<file path="src/rtl/pwm16_pkg.sv">
package pwm16_pkg;

  typedef struct packed {
    logic pwm_en;
    logic sel16;
    logic match_ie;
  } mode_t;

  // Channel drives matches only when all three gates are open.
  function automatic logic mode_live(mode_t m, logic cmp_en);
    return cmp_en & m.pwm_en & m.sel16;
  endfunction

  // Next output level: a set event dominates a clear event.
  function automatic logic out_next(logic cur, logic set_ev, logic clr_ev);
    if (set_ev)      return 1'b1;
    else if (clr_ev) return 1'b0;
    else             return cur;
  endfunction

  // Sticky flag: hardware set dominates software clear.
  function automatic logic flag_next(logic cur, logic set_ev, logic clr_strobe);
    if (set_ev)          return 1'b1;
    else if (clr_strobe) return 1'b0;
    else                 return cur;
  endfunction

endpackage

</file>
<file path="src/rtl/pwm16_timebase.sv">
module pwm16_timebase #(
  parameter int unsigned CNT_W = 16
) (
  input  logic             clk,
  input  logic             rst_n,
  input  logic             tick,
  output logic [CNT_W-1:0] count,
  output logic [CNT_W-1:0] next_cnt,
  output logic             wrap_evt
);
  localparam logic [CNT_W-1:0] CNT_MAX = '1;

  logic [CNT_W-1:0] cnt_q;

  assign next_cnt = cnt_q + 1'b1;
  assign wrap_evt = tick && (cnt_q == CNT_MAX);
  assign count    = cnt_q;

  always_ff @(posedge clk) begin
    if (!rst_n)    cnt_q <= '0;
    else if (tick) cnt_q <= next_cnt;
  end
endmodule

</file>
<file path="src/rtl/pwm16_cmp_reg.sv">
module pwm16_cmp_reg #(
  parameter int unsigned CNT_W = 16
) (
  input  logic               clk,
  input  logic               rst_n,
  input  logic               wr_lo,
  input  logic               wr_hi,
  input  logic [CNT_W/2-1:0] wr_data,
  output logic [CNT_W-1:0]   cmp_val,
  output logic               cmp_en
);
  localparam int unsigned HALF_W = CNT_W / 2;
  localparam int unsigned NHALF  = 2;

  logic [HALF_W-1:0] half_q [NHALF];
  logic              en_q;

  for (genvar h = 0; h < NHALF; h++) begin : g_half
    logic wr_this;
    assign wr_this = (h == 0) ? wr_lo : wr_hi;
    always_ff @(posedge clk) begin
      if (!rst_n)       half_q[h] <= '0;
      else if (wr_this) half_q[h] <= wr_data;
    end
  end

  // Upper write re-arms the compare; lower write disarms it.
  always_ff @(posedge clk) begin
    if (!rst_n)     en_q <= 1'b0;
    else if (wr_hi) en_q <= 1'b1;
    else if (wr_lo) en_q <= 1'b0;
  end

  assign cmp_val = {half_q[1], half_q[0]};
  assign cmp_en  = en_q;
endmodule

</file>
<file path="src/rtl/pwm16_out_flags.sv">
module pwm16_out_flags
  import pwm16_pkg::*;
(
  input  logic clk,
  input  logic rst_n,
  input  logic match_evt,
  input  logic wrap_evt,
  input  logic match_ie,
  input  logic clr_match,
  input  logic clr_ovf,
  output logic pwm_out,
  output logic match_flag,
  output logic ovf_flag
);
  logic out_q, mflag_q, oflag_q;

  always_ff @(posedge clk) begin
    if (!rst_n) begin
      out_q   <= 1'b0;
      mflag_q <= 1'b0;
      oflag_q <= 1'b0;
    end else begin
      out_q   <= out_next(out_q, match_evt, wrap_evt);
      mflag_q <= flag_next(mflag_q, match_evt & match_ie, clr_match);
      oflag_q <= flag_next(oflag_q, wrap_evt, clr_ovf);
    end
  end

  assign pwm_out    = out_q;
  assign match_flag = mflag_q;
  assign ovf_flag   = oflag_q;
endmodule

</file>
<file path="src/rtl/pwm16_channel.sv">
module pwm16_channel
  import pwm16_pkg::*;
#(
  parameter int unsigned CNT_W = 16
) (
  input  logic               clk,
  input  logic               rst_n,
  input  logic               tick,
  input  logic               wr_lo,
  input  logic               wr_hi,
  input  logic [CNT_W/2-1:0] wr_data,
  input  logic               pwm_en,
  input  logic               sel16,
  input  logic               match_ie,
  input  logic               clr_match,
  input  logic               clr_ovf,
  output logic [CNT_W-1:0]   count,
  output logic               pwm_out,
  output logic               match_flag,
  output logic               ovf_flag
);
  logic [CNT_W-1:0] next_cnt;
  logic [CNT_W-1:0] cmp_val;
  logic             cmp_en;
  logic             wrap_evt;
  logic             match_evt;
  logic             mode_active;
  mode_t            mode;

  assign mode        = '{pwm_en: pwm_en, sel16: sel16, match_ie: match_ie};
  assign mode_active = mode_live(mode, cmp_en);
  // A match is the step that lands the timebase on the compare value.
  assign match_evt   = tick && mode_active && (next_cnt == cmp_val);

  pwm16_timebase #(.CNT_W(CNT_W)) u_tb (
    .clk      (clk),
    .rst_n    (rst_n),
    .tick     (tick),
    .count    (count),
    .next_cnt (next_cnt),
    .wrap_evt (wrap_evt)
  );

  pwm16_cmp_reg #(.CNT_W(CNT_W)) u_cmp (
    .clk     (clk),
    .rst_n   (rst_n),
    .wr_lo   (wr_lo),
    .wr_hi   (wr_hi),
    .wr_data (wr_data),
    .cmp_val (cmp_val),
    .cmp_en  (cmp_en)
  );

  pwm16_out_flags u_out (
    .clk        (clk),
    .rst_n      (rst_n),
    .match_evt  (match_evt),
    .wrap_evt   (wrap_evt),
    .match_ie   (mode.match_ie),
    .clr_match  (clr_match),
    .clr_ovf    (clr_ovf),
    .pwm_out    (pwm_out),
    .match_flag (match_flag),
    .ovf_flag   (ovf_flag)
  );
endmodule

</file>
<file path="config.mk">
export PLATFORM = sky130hd
export DESIGN_NAME = pwm16_channel
export DESIGN_NICKNAME = d
export VERILOG_FILES = /design/src/rtl/pwm16_pkg.sv /design/src/rtl/pwm16_timebase.sv /design/src/rtl/pwm16_cmp_reg.sv /design/src/rtl/pwm16_out_flags.sv /design/src/rtl/pwm16_channel.sv
export SDC_FILE = /design/constraint.sdc
export NUM_CORES = 1
export LEC_CHECK = 0
export BUFFER_PORTS_ARGS = -buffer_cell sky130_fd_sc_hd__buf_2
export CAP_MARGIN = 10
export CORE_UTILIZATION = 30
export CTS_CLUSTER_SIZE = 10
export DETAILED_ROUTE_END_ITERATION = 7
export SLEW_MARGIN = 20
export SYNTH_ARGS = -nofsm -noshare
export SYNTH_HDL_FRONTEND = slang
export SYNTH_SLANG_ARGS = --single-unit
</file>
<file path="constraint.sdc">
create_clock -name clk -period 3.1 [get_ports clk]
set_input_delay 0.31 -clock clk [delete_from_list [all_inputs] [get_ports clk]]
set_output_delay 0.31 -clock clk [all_outputs]
set_load 0.005 [all_outputs]
</file>
Word-level counts from Yosys, hierarchy flattened
Memories as Yosys holds them, arrays and structs flattened.
Index checks and enable logic that the tools add are counted.

operators by class
  bitwise logic cells = 5
  mux-type cells = 17
  equal/unequal tests = 2
  reduce and logical (&&, ||, !) cells = 7
  add/sub/neg operators = 1

operators with widths
  operator                                                          number
  16-bit by 1-bit adder with 16-bit output (second input constant)  1
  16-bit == test                                                    1
  16-bit == test (second input constant)                            1
  8-bit 2-to-1 mux                                                  2
  1-bit 2-to-1 mux                                                  15
  2-bit nonzero test                                                4
  1-bit bitwise AND                                                 3
  1-bit logical AND                                                 3
  1-bit OR                                                          2

word-level totals
  word-level logic and storage cells = 38
  RAM bits = 16
  output and inout port bits = 19
  flip-flop bits (word level) = 20
  memories = 1

memory list
  memory        depth  bits a word  read ports  clocked after memory_dff  wr ports  RTL line             RTL
  u_cmp.half_q  2      8            2           0                         2         pwm16_cmp_reg.sv:15  logic [HALF_W-1:0] half_q [NHALF];

Depth between registers and ports, before layout
Gate-level depths: netlist of the first run.

  depth after elaboration = 6
  gate-level depth with buffers = 7
  depth with buffers taken out = 7

Cells and area by module
From an unflattened synthesis of the first run, not the netlist that was laid out.

second synthesis, totals
  cell total of the unflattened synthesis = 189
  area, all modules = 1900.6 um^2

by module, submodules not included
  module           cells each  times used  area each (um^2)
  pwm16_timebase   118         1           967.2
  pwm16_cmp_reg    38          1           640.6
  pwm16_channel    23          1           187.7
  pwm16_out_flags  10          1           105.1

Worst setup path after synthesis of the first run
Ideal clock, no wire load.

  path kind = register to register
  start point = reg u_tb.cnt_q[0], in the netlist u_tb.count[0]
  end point = reg u_tb.cnt_q[12], in the netlist u_tb.count[12]
  setup time = 0.070 ns
  path buffers = 0
  arrival = 1.727 ns
  setup slack = 1.303 ns
  required time = 3.030 ns
  stages on the path, launching flop included = 7
  path through = dfxtp_1 -> ha_1 -> and3_1 -> nand2_1 -> or2_1 -> or3_1 -> a21boi_1

between the ends
  longest elaborated chain between the ends = 1

ends and longest elaborated chain
  what                                      RTL line              RTL
  start: declaration                        pwm16_timebase.sv:13  logic [CNT_W-1:0] cnt_q;
  start signal: assignment                  pwm16_timebase.sv:21  else if (tick) cnt_q <= next_cnt;
  16-bit by 1-bit adder with 16-bit output  pwm16_timebase.sv:15  assign next_cnt = cnt_q + 1'b1;

Every way passes these cells.
A chain may end at the register's enable or synchronous reset.

Final worst setup path of the first run
  start point = reg u_tb.cnt_q[0], in the netlist u_tb.count[0]
  end point = reg u_out.mflag_q, in the netlist u_out.match_flag

between the ends
  longest elaborated chain between the ends = 5
  elaborated cells on any way between the ends = 6
  classes of those cells = add/sub (1); eq/ne (1); mux (1); bitwise (1); reduce/logical (2)

ends and longest elaborated chain
  what                                                           RTL line               RTL
  16-bit by 1-bit adder with 16-bit output *                     pwm16_timebase.sv:15
  via next_cnt[1]                                                pwm16_channel.sv:22    logic [CNT_W-1:0] next_cnt;
  16-bit == test *                                               pwm16_channel.sv:33    assign match_evt = tick && mode_active && (next_cnt == cmp_val);
  1-bit logical AND *                                            pwm16_channel.sv:33
  1-bit bitwise AND *                                            pwm16_out_flags.sv:24  mflag_q <= flag_next(mflag_q, match_evt & match_ie, clr_match);
  1-bit 2-to-1 mux / 2-bit nonzero test (equally long branches)  n/a
  end signal: assignment                                         pwm16_out_flags.sv:24
  end: declaration                                               pwm16_out_flags.sv:15  logic out_q, mflag_q, oflag_q;

Mark *: on every way through the listed nets, which the timed path passes. The rest lies on a longest branch.

==> results of run 1 <==
-- layout by cell type, fill, tap and decap left out, drive strengths merged, types with 2 or more instances in the layout --
cell	synthesis	final
and2	13	13
a21boi	3	3
clkbuf	6	6
nand3	10	10
xor2	12	12
clkinv	0	2
nand2	9	9
a21oi	4	4
or3	2	2
dfxtp	20	20
buf	5	37
nand2b	3	3
a211oi	2	2
o21ai	4	4
nor3	5	5
edfxtp	16	16
nor2b	3	3
nand4	13	13
nor4	4	4
nor2	7	7
and3	18	18
inv	5	5
xnor2	23	23
-- flip-flops by register name, indices dropped and copies added, names as in the netlist --
signal and flops:
u_cmp.cmp_en 1, u_out.match_flag 1, u_tb.count 16, u_out.pwm_out 1, u_cmp.half_q 16, u_out.ovf_flag 1
-- cell usage after synthesis, types with 4 or more instances --
master / instances
inv_1: 5
o21ai_0: 4
and3_1: 18
xor2_1: 12
clkbuf_1: 4
nor3_1: 4
nand3_1: 9
dfxtp_1: 20
and2_1: 13
edfxtp_1: 16
nand2_1: 9
xnor2_1: 23
nand4_1: 11
nor2_1: 7
-- layer usage --
metal / vias up / GRT usage / wire length, um
met1: 707 / 0.174 / 2120
met3: 9 / 0.0346 / 236
li1: 785 / - / -
met4: 0 / 0.0439 / 75
met2: 36 / 0.190 / 1770
met5: - / 0 / 0
-- per-stage QoR --
step,hold slack [ns],power [mW],cell area [um2],utilization,setup slack (ns)
global placement,0.451,0.634,2230,0.347,1.04
floorplan,0.404,0.603,2020,-,1.30
detailed placement,0.449,0.635,2230,0.347,0.992
global route,0.213,0.981,2310,0.359,0.752
finish,0.206,0.936,2310,0.359,0.948
CTS,0.202,0.945,2310,0.359,0.981
-- worst max-delay path: stages, from the launching register on --
cell and delay, ns:
dfxtp_1 0.49, ha_1 0.31, xor2_1 0.17, nor4_1 0.32, nand4_1 0.14, nor4_1 0.25
nand4_1 0.21, o22ai_1 0.19
-- path summary, 6_finish.rpt --
path,slack (ns),end
max,0.95,u_out.match_flag
max reg2reg,0.95,u_out.match_flag
min reg2reg,0.45,u_out.pwm_out
min,0.21,u_out.match_flag
-- where the power goes --
part	switching, mW	leakage [nW]	internal [mW]
registers	0.0176	0.334	0.518
logic	0.0440	0.621	0.0441
clock network	0.159	0.0403	0.153
total	0.221	0.995	0.715
-- area by class of cell --
| type | instances | area (um2) |
|---|---|---|
| Clock buffer | 6 | 72.6 |
| Clock inverter | 2 | 7.51 |
| Fill cell | 658 | 4110 |
| Inverter | 5 | 18.8 |
| Multi-Input combinational cell | 149 | 1040 |
| Sequential cell | 36 | 881 |
| Tap cell | 77 | 96.3 |
| Timing Repair Buffer | 37 | 188 |
-- logic make-up (layout without fill, tap and decap cells) --
group,after synthesis,after routing
and+or+nand+nor,91,91
DFF,36,36
xor gates and xnor gates,35,35
AOI/OAI and AO/OA,21,21
buffers and inverters,16,50
adders and majority gates,1,1
muxes,1,1
==> results.cfg, run 1 <==
[outcome]
failed_checks = design-rule violations
outcome = complete, but fails checks

[setup_path]
worst_ep_required_time_ns = 3.31
cp.arrival_ns = 2.36
cp-startpoint = u_tb.count[0]
start_kind = register
cp_max_fo = 8
critPathCaptureType = register
r2r_start = u_tb.count[0]
rr_worst_depth = 7
worstSetupPathType = register to register

[timing]
finalHoldViolations = 0
setup_viol = 0
fin_setup_tns_ns = 0
fmax_mhz = 465
finalCriticalPeriod_ns = 2.15
worst_clock_skew_ns = 0.00948
drv_slew = 0
rsz0062_at_grt = no
maxSlewHeadroom = 0.685
finalCritPeriodShare = 0.694
tightest_slew_ns = 0.471

[final_layout]
num-nets-final = 253
layout-drive-gt1-share = 0.226
syn_to_final_growth_pct = 14.5
n_antenna_cell = 0
fin_cells = 312

[synthesis]
netlist.area_leader.share = 0.238
netlist_instances = 201
synth.net_count = 220
synth_simple_gate_area_frac = 0.279
ys_types = 49
synth_edf_count = 16
synthMuxAreaShare = 0.00497
synth_compound_area_frac = 0.0757
synth_top_family_by_area = simple AND/OR/NAND/NOR gates
syn-mean-instance-area_um2 = 10.0
ys_seq_area_frac = 0.437
synth-adder-area-share = 0.00621
yosys_warnings = 0
async_reset_ff_frac = 0
synth_top_area_cell = edfxtp_1
ys.flop_type = dfxtp_1
synthXorXnorAreaFrac = 0.152
ys_ff_latch = 36
synth.area.top_cells = edfxtp_1, dfxtp_1, xnor2_1
synth.cell_area_mm2 = 0.00202

[global_routing]
grt_overflow = 0
grt_pass1_vias = 1433
antenna_found_initial = 0
grt_pass1_wl_mm = 7.05
grt_usage = 0.127
grt_max_degree = 40

[route]
vias_per_cell = 4.93
drt-total-wl_mm = 4.20
via_count = 1537
first_pass_iters = 6
drc = 4
ant_nets = 0
wire_per_inst_um = 13.5
drt-initial-drc-count = 103

[clocking]
clk-insertion-delay-late_ns = 0.29
cts_htree_levels = 2
cts_tree = yes
post-cts-setup-buffers = 0
cts.clk_slew.worst_paths_ns = 0.07
cts_buffers = 5
cts_sinks = 36
root_buffer = clkbuf_8
cts_resized = 0
clk_path_buf_depth = 2
hold_buffers = 0

[run]
maxCapViolations = 0

[floorplan]
initial_utilization = 0.314
fp.dieH_um = 84.0
dieArea_mm2 = 0.00705
die_w_um = 84.0
core-area_mm2 = 0.00642
rows = 29
io-pin-count = 37

[place]
globalplace.congestion = 0.780
placed_cells = 304
dp_hpwl_mm = 3.11
io_buffers = 36

[worst_hold_path]
holdPathStages = 2
holdCritPathClass = primary input to register
hold_start = clr_match

[power_and_ir_drop]
p_per_area_mw_per_mm2 = 406
p_leak_nw = 0.995
vdd_drop_max_mv = 0.208
Power figures use the tool's default switching activity.
==> inputs of run 2 (changes only) <==
clock period = 2.17 ns   (was 3.1 ns; I/O delays follow)
==> results.cfg, run 2 (synthesized netlist as in run 1, its figures left out) <==
[outcome]
outcome = complete, but fails checks
failed_checks = design-rule violations

[clocking]
cts_resized = 0
clk_path_buf_depth = 2
clk-insertion-delay-late_ns = 0.29
hold_buffers = 0
cts_buffers = 5
post-cts-setup-buffers = 0
cts_sinks = 36
cts_tree = yes
cts.clk_slew.worst_paths_ns = 0.07
root_buffer = clkbuf_8
cts_htree_levels = 2

[floorplan]
die_w_um = 84.0
initial_utilization = 0.314
dieArea_mm2 = 0.00705
fp.dieH_um = 84.0
io-pin-count = 37
rows = 29
core-area_mm2 = 0.00642

[final_layout]
n_antenna_cell = 0
num-nets-final = 256
fin_cells = 315
regArea_um2 = 881
layout-drive-gt1-share = 0.244
fillers = 650
multi_input_area_mm2 = 0.00104
final_cell_mix = buf_2, xnor2_1, dfxtp_1
syn_to_final_growth_pct = 17.0
final_common_cell = buf_2

[timing]
finalCritPeriodShare = 0.900
worst_clock_skew_ns = 0.00722
maxSlewHeadroom = 0.704
finalHoldViolations = 0
finalCriticalPeriod_ns = 1.95
setup_viol = 0
rsz0062_at_grt = no
fin_setup_tns_ns = 0
fmax_mhz = 512
drv_slew = 0
tightest_slew_ns = 0.443

[setup_path]
worstSetupPathType = register to register
r2r_start = u_tb.count[5]
r2r-end = u_out.match_flag
cp_num_cells = 6
r2r_setup_slack_ns = 0.22
cp-startpoint = u_tb.count[5]
cp_max_fo = 11
cpLargestDelayFamily = simple AND/OR/NAND/NOR gates
critical_path.endpoint = u_out.match_flag
path_cells = nand4_4 > nor4_2 > xnor2_1 > a211oi_2 > nand4_1 > o22ai_1
start_kind = register
path_buf_inv = 0
rr_worst_depth = 6
cp_slowest_stage_delay_ns = 0.60
cp.arrival_ns = 2.16
worst_ep_required_time_ns = 2.38
critPathCaptureType = register
slowest_stage = dfxtp_1

[route]
vias_per_cell = 4.96
ant_nets = 0
drt-total-wl_mm = 4.24
first_pass_iters = 6
wire_per_inst_um = 13.5
drt-initial-drc-count = 120
via_count = 1563
drc = 4

[global_routing]
grt_pass1_wl_mm = 6.99
grt_max_degree = 39
antenna_found_initial = 0
grt_pass1_vias = 1431
grt_overflow = 0
grt_usage = 0.126

[run]
maxCapViolations = 0

[power_and_ir_drop]
vdd_drop_max_mv = 0.287
p_per_area_mw_per_mm2 = 622
p_leak_nw = 1.03

[place]
dp_hpwl_mm = 3.19
placed_cells = 307
io_buffers = 36
globalplace.congestion = 0.827

[worst_hold_path]
holdCritPathClass = primary input to register
## run 2: cell types whose count changed in the layout (fill, tap and decap cells not counted)
cell	delta
buf_4	+3
clkinv_1	-2
bufinv_16	+1
clkinv_2	+1
## run 2: worst min-delay path by stage
stage | startpoint | end | slack [ns] | depth (start not counted)
after floorplan | clr_match | u_out.match_flag | 0.31 | 1
after detailed placement | clr_match | u_out.match_flag | 0.41 | 2
final | clr_match | u_out.match_flag | 0.11 | 2
after global routing | clr_match | u_out.match_flag | 0.10 | 2
after global placement | clr_match | u_out.match_flag | 0.40 | 2
after CTS | clr_match | u_out.match_flag | 0.11 | 2
## run 2: cell type report
cell class,instances,area share
clock inverters,2,0.0149
multi-input cells,149,0.443
flip-flops and latches,36,0.373
clock buffers,6,0.0308
repair buffers,40,0.0891
inverters,5,0.00796
well taps,77,0.0408
## run 2: per-stage QoR
stage	total power, mW	hold slack, ns	setup slack [ns]	area (um2)	util
final	1.47	0.114	0.217	2360	0.367
after global routing	1.53	0.104	0.0544	2360	0.367
after detailed placement	0.913	0.414	0.205	2250	0.350
after global placement	0.911	0.396	0.225	2250	0.350
after floorplan	0.861	0.311	0.373	2020	-
after CTS	1.48	0.112	0.186	2360	0.367
## run 2: report_power, final
part	switching, mW	internal, mW	total, mW
clock	0.230	0.341	0.570
sequential	0.0180	0.740	0.758
combinational	0.0708	0.0675	0.138
## run 2: per-layer routing
layer | up-vias | share of wire | GRT usage
met5 | - | 0 | 0
met4 | 0 | 0.013 | 0.0423
met3 | 7 | 0.051 | 0.0307
met2 | 42 | 0.44 | 0.194
met1 | 727 | 0.49 | 0.171
li1 | 787 | - | -
==> inputs of run 3 (changes only) <==
BUFFER_PORTS_ARGS = not set   (was -buffer_cell sky130_fd_sc_hd__buf_2)
DONT_BUFFER_PORTS = 1   (was not set)
==> results.cfg, run 3 (synthesized netlist as in run 1, its figures left out) <==
[route]
via_count = 1417
drt-total-wl_mm = 4.26
vias_per_cell = 5.06
drc = 4
first_pass_iters = 6
ant_nets = 0
drt-initial-drc-count = 83
wire_per_inst_um = 15.2

[setup_path]
start_kind = register
path_cells = ha_1 > xor2_1 > nor4_1 > nand4_1 > nor4_1 > nand4_1 > o22ai_1
cpLargestDelayFamily = simple AND/OR/NAND/NOR gates
path_buf_inv = 0
slowest_stage = dfxtp_1
cp_slowest_stage_delay_ns = 0.32
worstSetupPathType = register to register
critPathCaptureType = register
cp.arrival_ns = 2.07
cp_max_fo = 2
worst_ep_required_time_ns = 2.39

[timing]
setup_viol = 0
finalCriticalPeriod_ns = 1.86
drv_slew = 0
fmax_mhz = 539
rsz0062_at_grt = no
finalHoldViolations = 0
worst_hold_slack_ns = 0.0150
maxSlewHeadroom = 0.732
fin_setup_tns_ns = 0
tightest_slew_ns = 0.401
worst_clock_skew_ns = 0.00346
finalCritPeriodShare = 0.855

[clocking]
cts_tree = yes
hold_buffers = 0
cts_resized = 0
cts_buffers = 5
clk_path_buf_depth = 2
clk-insertion-delay-late_ns = 0.29
root_buffer = clkbuf_8
post-cts-setup-buffers = 0
cts_sinks = 36
cts.clk_slew.worst_paths_ns = 0.07
cts_htree_levels = 2

[floorplan]
rows = 29
io-pin-count = 37
core-area_mm2 = 0.00642
die_w_um = 84.0
fp.dieH_um = 84.0
dieArea_mm2 = 0.00705
initial_utilization = 0.314

[outcome]
failed_checks = design-rule violations
outcome = complete, but fails checks

[power_and_ir_drop]
vdd_drop_max_mv = 0.362
power_mw = 1.35
p_per_area_mw_per_mm2 = 623
p_leak_nw = 0.856

[final_layout]
fillers = 642
multi_input_area_mm2 = 0.00104
fin_cells = 280
final_common_cell = xnor2_1
regArea_um2 = 881
num-nets-final = 221
syn_to_final_growth_pct = 7.70
n_antenna_cell = 0
layout-drive-gt1-share = 0.118
final_cell_mix = xnor2_1, dfxtp_1, and3_1

[global_routing]
grt_pass1_vias = 1473
grt_max_degree = 40
grt_pass1_wl_mm = 7.22
antenna_found_initial = 0
grt_overflow = 0
grt_usage = 0.130

[worst_hold_path]
holdCritPathClass = primary input to register

[place]
io_buffers = 0
dp_hpwl_mm = 3.25
placed_cells = 272
globalplace.congestion = 0.794

[run]
maxCapViolations = 0
## run 3: cell types whose count changed in the layout (fill, tap and decap cells not counted)
| cell | change |
|---|---|
| bufinv_16 | -1 |
| buf_2 | -36 |
| clkbuf_1 | -1 |
| clkinv_2 | +1 |
| buf_4 | +1 |
| clkbuf_8 | +1 |
## run 3: routing by layer
metal | vias up | share of wire | GRT usage
li1 | 714 | - | -
met2 | 50 | 0.44 | 0.204
met1 | 641 | 0.44 | 0.154
met4 | 0 | 0.023 | 0.0580
met5 | - | 0 | 0
met3 | 12 | 0.094 | 0.0574
## run 3: final cells by class
class	count	area share
Multi-Input combinational cell	149	0.481
Sequential cell	36	0.406
Tap cell	77	0.0444
Clock buffer	6	0.0380
Timing Repair Buffer	5	0.0173
Inverter	5	0.00865
Clock inverter	2	0.00461
## run 3: path summary, 6_finish.rpt
check / from / end / slack [ns] / cells after the start
min: clr_match / u_out.match_flag / 0.01 / 1
max: u_tb.count[0] / u_out.match_flag / 0.31 / 7
min reg2reg: u_out.pwm_out / u_out.pwm_out / 0.48 / 2
max reg2reg: u_tb.count[0] / u_out.match_flag / 0.31 / 7
## run 3: stage by stage
| stage | utilization | instance area [um2] | setup WS [ns] |
|---|---|---|---|
| after detailed placement | 0.324 | 2080 | 0.320 |
| after global routing | 0.338 | 2170 | 0.128 |
| after global placement | 0.324 | 2080 | 0.341 |
| after floorplan | - | 2020 | 0.373 |
| after CTS | 0.338 | 2170 | 0.288 |
| final | 0.338 | 2170 | 0.315 |
## run 3: power by group
group,total [mW],internal (mW),switching (mW)
clock,0.491,0.253,0.238
sequential,0.757,0.740,0.0174
combinational,0.103,0.0538,0.0492
## run 3: worst register-to-register path, cell delays in order, from the launching register on
cell and delay, ns:
dfxtp_1 0.32, ha_1 0.31, xor2_1 0.17, nor4_1 0.27, nand4_1 0.18, nor4_1 0.20, nand4_1 0.18, o22ai_1 0.17
